==> config.mk <==
export PLATFORM = sky130hd
export DESIGN_NAME = ifs_sequencer
export DESIGN_NICKNAME = d
export VERILOG_FILES = /design/src/rtl/ifs_pkg.sv /design/src/rtl/ifs_bus_free.sv /design/src/rtl/ifs_suspend_ctl.sv /design/src/rtl/ifs_space_fsm.sv /design/src/rtl/ifs_sequencer.sv
export SDC_FILE = /design/constraint.sdc
export NUM_CORES = 1
export LEC_CHECK = 0
export BUFFER_PORTS_ARGS = -buffer_cell sky130_fd_sc_hd__buf_2
export CORE_MARGIN = 4
export CORE_UTILIZATION = 30
export DETAILED_ROUTE_END_ITERATION = 10
export PLACE_DENSITY_LB_ADDON = 0.2
export SLEW_MARGIN = 25
export SYNTH_ARGS = -nofsm -noshare
export SYNTH_HDL_FRONTEND = slang
export SYNTH_SLANG_ARGS = --single-unit
==> constraint.sdc <==
create_clock -name clk -period 2 [get_ports clk]
set_clock_uncertainty 0.05 [all_clocks]
set_input_delay 0.2 -clock clk [delete_from_list [all_inputs] [get_ports clk]]
set_output_delay 0.2 -clock clk [all_outputs]
set_load 0.02 [all_outputs]
==> src/rtl/ifs_pkg.sv <==
package ifs_pkg;

  typedef enum logic [1:0] {
    PH_BUSY    = 2'd0,
    PH_INTERM  = 2'd1,
    PH_SUSPEND = 2'd2,
    PH_IDLE    = 2'd3
  } ifs_phase_e;

  localparam int IFS_RUN_LEN_DEF    = 11;
  localparam int IFS_INTERM_LEN_DEF = 3;
  localparam int IFS_SUSP_LEN_DEF   = 8;

endpackage

==> src/rtl/ifs_bus_free.sv <==
module ifs_bus_free #(
  parameter int RUN_LEN = 11
) (
  input  logic clk,
  input  logic rst,
  input  logic bit_tick,
  input  logic rx_bit,
  output logic run_hit,
  output logic bus_free
);
  localparam int RW = (RUN_LEN > 2) ? $clog2(RUN_LEN) : 1;

  logic [RW-1:0] run_cnt;

  assign run_hit = bit_tick && rx_bit && (run_cnt == RW'(RUN_LEN - 1));

  always_ff @(posedge clk) begin
    if (rst) begin
      run_cnt  <= '0;
      bus_free <= 1'b0;
    end else begin
      bus_free <= run_hit;
      if (bit_tick) begin
        if (!rx_bit || run_hit) run_cnt <= '0;
        else                    run_cnt <= run_cnt + 1'b1;
      end
    end
  end

  // the run counter never passes the run length
  p_run_bound_r2: assert property (@(posedge clk) disable iff (rst)
    {1'b0, run_cnt} < (RW+1)'(RUN_LEN));

  // a bus-free report only follows a sampled recessive bit
  p_free_after_rec_r2: assert property (@(posedge clk) disable iff (rst)
    bus_free |-> ($past(bit_tick) && $past(rx_bit)));

endmodule

==> src/rtl/ifs_suspend_ctl.sv <==
module ifs_suspend_ctl (
  input  logic clk,
  input  logic rst,
  input  logic capture,
  input  logic err_passive,
  input  logic was_tx,
  input  logic arb_lost,
  output logic suspend_due
);

  always_ff @(posedge clk) begin
    if (rst)          suspend_due <= 1'b0;
    else if (capture) suspend_due <= err_passive && was_tx && !arb_lost;
  end

  // losing arbitration always clears the suspend decision
  p_lost_no_suspend_r7: assert property (@(posedge clk) disable iff (rst)
    (capture && arb_lost) |=> !suspend_due);

  // a receiver never gets a suspend field
  p_rx_no_suspend_r6: assert property (@(posedge clk) disable iff (rst)
    (capture && !was_tx) |=> !suspend_due);

  // the decision holds between frame ends
  p_due_stable_r6: assert property (@(posedge clk) disable iff (rst)
    !capture |=> $stable(suspend_due));

endmodule

==> src/rtl/ifs_space_fsm.sv <==
module ifs_space_fsm
  import ifs_pkg::*;
#(
  parameter int INTERM_LEN = 3,
  parameter int SUSP_LEN   = 8
) (
  input  logic       clk,
  input  logic       rst,
  input  logic       bit_tick,
  input  logic       rx_bit,
  input  logic       frame_done,
  input  logic       tx_req,
  input  logic       run_hit,
  input  logic       suspend_due,
  output ifs_phase_e phase,
  output logic       sof_det,
  output logic       start_tx,
  output logic       overload_req
);
  localparam int MAXLEN = (INTERM_LEN > SUSP_LEN) ? INTERM_LEN : SUSP_LEN;
  localparam int CW     = (MAXLEN > 2) ? $clog2(MAXLEN) : 1;

  logic [CW-1:0] cnt, nx_cnt;
  ifs_phase_e    nx_phase;
  logic          nx_sof, nx_stx, nx_ov;
  logic          last_int, last_sus;

  assign last_int = (cnt == CW'(INTERM_LEN - 1));
  assign last_sus = (cnt == CW'(SUSP_LEN - 1));

  always_comb begin
    nx_phase = phase;
    nx_cnt   = cnt;
    nx_sof   = 1'b0;
    nx_stx   = 1'b0;
    nx_ov    = 1'b0;
    if (bit_tick) begin
      case (phase)
        PH_BUSY: begin
          if (frame_done) begin
            nx_phase = PH_INTERM;
            nx_cnt   = '0;
          end else if (run_hit) begin
            nx_phase = PH_IDLE;
          end
        end
        PH_INTERM: begin
          if (!rx_bit) begin
            nx_phase = PH_BUSY;
            if (last_int) begin
              nx_sof = 1'b1;
              nx_stx = tx_req;
            end else begin
              nx_ov = 1'b1;
            end
          end else if (last_int) begin
            if (suspend_due) begin
              nx_phase = PH_SUSPEND;
              nx_cnt   = '0;
            end else if (tx_req) begin
              nx_stx   = 1'b1;
              nx_phase = PH_BUSY;
            end else begin
              nx_phase = PH_IDLE;
            end
          end else begin
            nx_cnt = cnt + 1'b1;
          end
        end
        PH_SUSPEND: begin
          if (!rx_bit) begin
            nx_sof   = 1'b1;
            nx_phase = PH_BUSY;
          end else if (last_sus) begin
            if (tx_req) begin
              nx_stx   = 1'b1;
              nx_phase = PH_BUSY;
            end else begin
              nx_phase = PH_IDLE;
            end
          end else begin
            nx_cnt = cnt + 1'b1;
          end
        end
        PH_IDLE: begin
          if (!rx_bit) begin
            nx_sof   = 1'b1;
            nx_stx   = tx_req;
            nx_phase = PH_BUSY;
          end else if (tx_req) begin
            nx_stx   = 1'b1;
            nx_phase = PH_BUSY;
          end
        end
        default: nx_phase = PH_BUSY;
      endcase
    end
  end

  always_ff @(posedge clk) begin
    if (rst) begin
      phase        <= PH_BUSY;
      cnt          <= '0;
      sof_det      <= 1'b0;
      start_tx     <= 1'b0;
      overload_req <= 1'b0;
    end else begin
      phase        <= nx_phase;
      cnt          <= nx_cnt;
      sof_det      <= nx_sof;
      start_tx     <= nx_stx;
      overload_req <= nx_ov;
    end
  end

  // a start of frame is only reported for a sampled dominant bit
  p_sof_dominant_r5: assert property (@(posedge clk) disable iff (rst)
    sof_det |-> ($past(bit_tick) && !$past(rx_bit)));

  // overload comes only from the early intermission bits
  p_overload_early_r4: assert property (@(posedge clk) disable iff (rst)
    overload_req |-> ($past(phase) == PH_INTERM && !$past(last_int)));

  // overload never coincides with a start
  p_overload_alone_r4: assert property (@(posedge clk) disable iff (rst)
    !(overload_req && (sof_det || start_tx)));

  // a dominant bit in suspend never launches this node
  p_no_launch_in_suspend_r8: assert property (@(posedge clk) disable iff (rst)
    (phase == PH_SUSPEND && bit_tick && !rx_bit) |=> !start_tx);

  // a start needs a pending request
  p_start_needs_req_r9: assert property (@(posedge clk) disable iff (rst)
    start_tx |-> $past(tx_req));

  // the busy phase produces no frame-start decisions
  p_busy_quiet_r10: assert property (@(posedge clk) disable iff (rst)
    (phase == PH_BUSY) |=> (!sof_det && !start_tx && !overload_req));

  // output pulses last one clock
  p_one_clock_r11: assert property (@(posedge clk) disable iff (rst)
    (sof_det || start_tx || overload_req) |=> !(sof_det || start_tx || overload_req));

endmodule

==> src/rtl/ifs_sequencer.sv <==
module ifs_sequencer
  import ifs_pkg::*;
#(
  parameter int RUN_LEN    = IFS_RUN_LEN_DEF,
  parameter int INTERM_LEN = IFS_INTERM_LEN_DEF,
  parameter int SUSP_LEN   = IFS_SUSP_LEN_DEF
) (
  input  logic clk,
  input  logic rst,
  input  logic bit_tick,
  input  logic rx_bit,
  input  logic frame_done,
  input  logic was_tx,
  input  logic arb_lost,
  input  logic err_passive,
  input  logic tx_req,
  output logic sof_det,
  output logic start_tx,
  output logic overload_req,
  output logic bus_free
);

  ifs_phase_e phase;
  logic       run_hit;
  logic       suspend_due;
  logic       capture;

  assign capture = bit_tick && frame_done && (phase == PH_BUSY);

  ifs_bus_free #(.RUN_LEN(RUN_LEN)) u_free (
    .clk      (clk),
    .rst      (rst),
    .bit_tick (bit_tick),
    .rx_bit   (rx_bit),
    .run_hit  (run_hit),
    .bus_free (bus_free)
  );

  ifs_suspend_ctl u_susp (
    .clk         (clk),
    .rst         (rst),
    .capture     (capture),
    .err_passive (err_passive),
    .was_tx      (was_tx),
    .arb_lost    (arb_lost),
    .suspend_due (suspend_due)
  );

  ifs_space_fsm #(.INTERM_LEN(INTERM_LEN), .SUSP_LEN(SUSP_LEN)) u_fsm (
    .clk          (clk),
    .rst          (rst),
    .bit_tick     (bit_tick),
    .rx_bit       (rx_bit),
    .frame_done   (frame_done),
    .tx_req       (tx_req),
    .run_hit      (run_hit),
    .suspend_due  (suspend_due),
    .phase        (phase),
    .sof_det      (sof_det),
    .start_tx     (start_tx),
    .overload_req (overload_req)
  );

  // nothing is reported while reset is held
  p_reset_quiet_r1: assert property (@(posedge clk)
    $past(rst) |-> !(sof_det || start_tx || overload_req || bus_free));

endmodule

==> results.md, run 1 <==
* Status: complete, no violations
* Net Count, Synth at 117
* Dominant cell by count in the synthesized netlist: dfxtp_1
* FFs w/ async S/R, synth at 0
* Rel. slew slack at 0.776
* Fillers at 301
* Reg power frac at 0.453
* DRC at 0
* Port bufs at 12
* RSZ-0062 raised after global routing: false
* Distinct cell type count of the synthesized netlist at 34
* CP Launch Type: register
* DR iter-0 viols at 6
* Fmax at 0.523 GHz
* All-Layer GR Usage at 0.102
* Sw Share at 0.321
* WL per Instance at 12.6 um
* Final setup violating endpoints at 0
* Flops & latches, synth at 14
* Setup total negative slack at 0 ns
* Register area at 285 um^2
* Worst Slack Setup Final at about 0.087 ns
* Clk_lat worst skew at 0.27 ns
* Die width at between 60 and 70 um
* Final Slew Violations at 0
* Largest area contributor in the synthesized netlist: dfxtp_1
* Power Total at approximately 700 uW
* Post-synth top cells: dfxtp_1, ha_1, nor2_1
* Req. time, crit path at 2.11 ns
* Multi-input combinational cell area at 558 um^2
* Sequential share of the synthesized area at 0.318
* Area Growth Syn to Fin at 15.3%
* R2r setup slk at 0.09 ns
* Clock sinks at 14
* Clock power share at 0.228
* Post-Synthesis Cells at 97
* Core Rows at 19
* Via density at 4.94
* Initial antenna violation count at 0
* Maxcap violations at 0
* Worst-path clk slew at 0.08 ns
* Yosys top cell area share at 0.318
* Die ar. at 3870 um^2
* Post-CTS Hold Buffers at 0
* Die height at ~62 um
* Element type at the critical path end: register
* Fin crit share at 0.957
* Crit path max fanout at 3
* Total power per unit cell area at 671 nW/um^2
* Dpl hpwl at 1.45 mm
* Worst min-delay path category: in2reg
* # IOs at 13
* Gate power share at 0.319
* P_sw at approximately 220 uW
* Hold Fails Final Rpt at 0
* Share of cells above drive strength 1 at 0.268
* Mean Syn Cell Area at 9.09 um^2
* Initial Utilization at 0.317
* Post-DRT Antenna Nets at 0
* First-pass DRT Iterations at 4
* Area contributors post-synth: dfxtp_1, ha_1, nor2_1, a21oi_1, mux2_2
* Ant diodes at 0
* Clock Tree Buf Depth at 2
* Minimum period implied by the final worst setup slack at 1.91 ns
* Leakage at about 0.44 nW
* CP Class: reg2reg
* H-tree depth at 1
* Core area at ~2800 um^2
* CP arrival at ~2.0 ns
* First-pass GRT wire length at 3.19 mm
* GP Congestion at 0.724
* GRT overflow at 0
* Pint at 464 uW
* Vias in the first global route at 680
* Final wirelength at 1.80 mm
* Root buf cell: clkbuf_4
* CTS tree: done
* Post-synth EDFFs at 0
* Largest net degree at the start of global routing at 12
* Peak supply drop at 436 uV
* CTS buffer count at 3
* DR vias at 706
* Final #Nets at about 130
* Ys Warns at 0
* Post-Syn Area at 882 um^2
* Primary FF master, synth: dfxtp_1
* Setup WS pre-CTS at ~0.03 ns
* Worst-margin pin slew at between 0.3 and 0.4 ns
-- power by group through the flow --
stage	Combinational (mW)	Sequential, mW	Clock [mW]
after floorplan	0.160	0.311	0
after global placement	0.211	0.312	0
after detailed placement	0.213	0.313	0
after CTS	0.214	0.307	0.167
after global routing	0.247	0.313	0.176
final	0.218	0.309	0.156
-- layout by cell type, fill, tap and decap left out, types with 3 or more instances in the layout --
master,count
a21oi_1,7
nor2b_1,5
dfxtp_1,12
nand2b_1,3
clkbuf_4,3
mux2_2,3
buf_4,3
ha_1,10
nor3_1,4
nand2_1,3
buf_2,12
inv_1,7
nand3b_1,3
nor2_1,11
-- area by class of cell --
class | count | area share
Clock buffer | 3 | 0.0221
Sequential cell | 14 | 0.280
Tap cell | 31 | 0.0381
Inverter | 8 | 0.0295
Timing Repair Buffer | 15 | 0.0812
Multi-Input combinational cell | 72 | 0.549
-- repair_timing --
action                     4_1_cts  5_1_grt
setup buffers                    0        1
setup endpoints to repair        0        4
gates resized for setup          0        4
-- worst max-delay path: stages (launching register included) --
cell      delay, ns
dfxtp_1        0.38
ha_1           0.17
ha_2           0.20
nor2b_1        0.05
a221o_1        0.29
a221oi_4       0.33
mux2_4         0.32
-- sequential cells by signal, indices dropped and copies added (netlist names) --
name                flops
u_free.bus_free         1
u_free.run_cnt          4
u_fsm.cnt               3
u_fsm.overload_req      1
u_fsm.phase             2
u_fsm.sof_det           1
u_fsm.start_tx          1
u_susp.suspend_due      1
-- logic make-up after synthesis --
family | Yosys count | share of synthesized area
XOR/XNOR | 3 | 0.0298
AO/OA/AOI/OAI | 17 | 0.155
multiplexers | 5 | 0.0667
buffers and inverters | 11 | 0.0525
AND/OR/NAND/NOR | 36 | 0.223
flip-flops | 14 | 0.318
adder cells (fa/ha/maj) | 11 | 0.156
-- metal layers --
| metal | share of wire | GRT usage |
|---|---|---|
| met1 | 0.52 | 0.139 |
| met2 | 0.43 | 0.146 |
| met3 | 0.044 | 0.0252 |
| met4 | 0.011 | 0.0488 |
| met5 | 0 | 0 |
-- final timing paths --
path                          start                 end  cells past startpoint
setup / recovery       u_fsm.cnt[1]      u_fsm.phase[0]                      6
setup reg to reg       u_fsm.cnt[1]      u_fsm.phase[0]                      6
hold reg to reg   u_free.run_cnt[1]   u_free.run_cnt[1]                      2
hold / removal                  rst  u_susp.suspend_due                      2
-- stage by stage --
stage | std cells | hold WS (ns) | util | instance area [um^2]
2_1_floorplan | 97 | 0.313 | - | 882
3_3_place_gp | 139 | 0.447 | 0.352 | 980
3_5_place_dp | 139 | 0.461 | 0.352 | 980
4_1_cts | 142 | 0.176 | 0.360 | 1000
5_1_grt | 143 | 0.188 | 0.366 | 1020
6_report | 143 | 0.178 | 0.366 | 1020
No activity file was read; power rests on OpenSTA's default activity.
==> run 2, diff against run 1 <==
--- a/config.mk
+++ b/config.mk
@@ -9,7 +9,9 @@
 export CORE_MARGIN = 4
 export CORE_UTILIZATION = 30
 export DETAILED_ROUTE_END_ITERATION = 10
+export GPL_TIMING_DRIVEN = 0
 export PLACE_DENSITY_LB_ADDON = 0.2
+export REMOVE_ABC_BUFFERS = 1
 export SLEW_MARGIN = 25
 export SYNTH_ARGS = -nofsm -noshare
 export SYNTH_HDL_FRONTEND = slang
==> results.md, run 2 (synthesis results as in run 1) <==
* Minimum period implied by the final worst setup slack at around 2 ns
* First-pass DRT Iterations at 4
* WL per Instance at between 10 and 15 um
* Worst Slack Setup Final at 0.0517 ns
* Ant diodes at 0
* Power Total at 751 uW
* Dpl hpwl at 1.35 mm
* Largest net degree at the start of global routing at 12
* Element type at the critical path end: register
* Fin crit share at 0.974
* Register bank with the most flops: u_free.run_cnt
* # IOs at 13
* Biggest regs: u_free.run_cnt (4), u_fsm.cnt (3), u_fsm.phase (2)
* Register area at 285 um^2
* Final #Nets at between 100 and 150
* Req. time, crit path at 2.13 ns
* Die ar. at roughly 3900 um^2
* GP Congestion at 0.739
* Fin Hold WS at about 0.15 ns
* DR iter-0 viols at 23
* DR vias at 683
* Final Slew Violations at 0
* CP Launch Type: register
* All-Layer GR Usage at 0.0951
* Port bufs at 12
* Clock Tree Buf Depth at 2
* CTS buffer count at 3
* Total power per unit cell area at around 720 nW/um^2
* Post-DRT Antenna Nets at 0
* Fillers at around 290
* Rel. slew slack at 0.711
* Crit path max fanout at 4
* Maxcap violations at 0
* Via density at 4.78
* Root buf cell: clkbuf_4
* DRC at 0
* Fmax at about 0.5 GHz
* Setup WS pre-CTS at -0.0675 ns
* Final setup violating endpoints at 0
* Die width at 62.2 um
* Peak supply drop at 324 uV
* Worst-margin pin slew at between 0.4 and 0.5 ns
* Placed cells at 137
* Clk_lat worst skew at ~0.28 ns
* Worst-path clk slew at 0.10 ns
* CTS tree: done
* CP arrival at 2.08 ns
* Most frequent cells in the layout: buf_2, dfxtp_1, nor2_1, ha_1
* Share of cells above drive strength 1 at 0.286
* Initial antenna violation count at 0
* RSZ-0062 raised after global routing: false
* First-pass GRT wire length at 3.02 mm
* Vias in the first global route at between 600 and 700
* Leakage at 0.444 nW
* Final wirelength at 1.77 mm
* CP Class: reg2reg
* Core area at about 2800 um^2
* H-tree depth at 1
* Finished Layout Cells at approximately 140
* Initial Utilization at 0.317
* Largest register FFs at 4
* Worst min-delay path category: in2reg
* Area Growth Syn to Fin at 18.4%
* Multi-input combinational cell area at 579 um^2
* Clock sinks at 14
* Hold Fails Final Rpt at 0
* Post-CTS Hold Buffers at 0
* Status: complete, no violations
* Die height at 62.2 um
* GRT overflow at 0
* Core Rows at 19
## run 2: cell count changes in the layout (fill, tap and decap cells not counted)
cell | before | now
a2111oi_4 | 0 | 1
nor2b_2 | 0 | 1
nor2b_1 | 5 | 4
mux2_4 | 1 | 2
mux2_2 | 3 | 2
a2111oi_2 | 1 | 0
ha_2 | 1 | 2
ha_1 | 10 | 9
clkbuf_8 | 0 | 1
buf_4 | 3 | 2
## run 2: timing repair
action / CTS / global route
endpoints found under the setup margin: 1 / 4
buffers inserted: 0 / 2
pin swaps: 0 / 3
cloned: 0 / 0
resized for setup: 3 / 5
## run 2: worst max-delay path: stages, from the launching register on
cell and delay, ns:
dfxtp_2 0.36, inv_1 0.09, ha_1 0.22, nor2b_2 0.19, a2111oi_4 0.34, o211ai_1 0.25
mux2_4 0.35
## run 2: power by group
| group | switching [mW] | total, mW | internal, mW |
|---|---|---|---|
| clock | 0.102 | 0.212 | 0.111 |
| combinational | 0.124 | 0.229 | 0.105 |
| sequential | 0.0146 | 0.309 | 0.295 |
## run 2: final cells by class
class | instances | area share
Tap cell | 31 | 0.0371
Sequential cell | 14 | 0.273
Timing Repair Buffer | 14 | 0.0719
Clock buffer | 4 | 0.0347
Inverter | 8 | 0.0287
Multi-Input combinational cell | 72 | 0.554
## run 2: path summary, 6_finish.rpt
path         slack (ns)  depth (start not counted)               from                  to
max                0.05                          6     u_fsm.phase[0]        u_fsm.cnt[1]
min                0.15                          2                rst  u_susp.suspend_due
max reg2reg        0.05                          6     u_fsm.phase[0]        u_fsm.cnt[1]
min reg2reg        0.48                          2  u_free.run_cnt[3]   u_free.run_cnt[3]
## run 2: routing by layer
| metal | vias to the layer above | wire length, um | GRT usage |
|---|---|---|---|
| met5 | - | 0 | 0 |
| met4 | 0 | 13 | 0.0488 |
| met3 | 2 | 90 | 0.0252 |
| met2 | 14 | 765 | 0.141 |
| met1 | 305 | 902 | 0.125 |
| li1 | 362 | - | - |
## run 2: per-stage QoR
stage	TNS, ns	area [um^2]	util
floorplan	0	866	-
detailed placement	-0.0675	965	0.347
finish	0	1040	0.376
global route	0	1040	0.376
global placement	-0.0550	965	0.347
CTS	0	1010	0.362
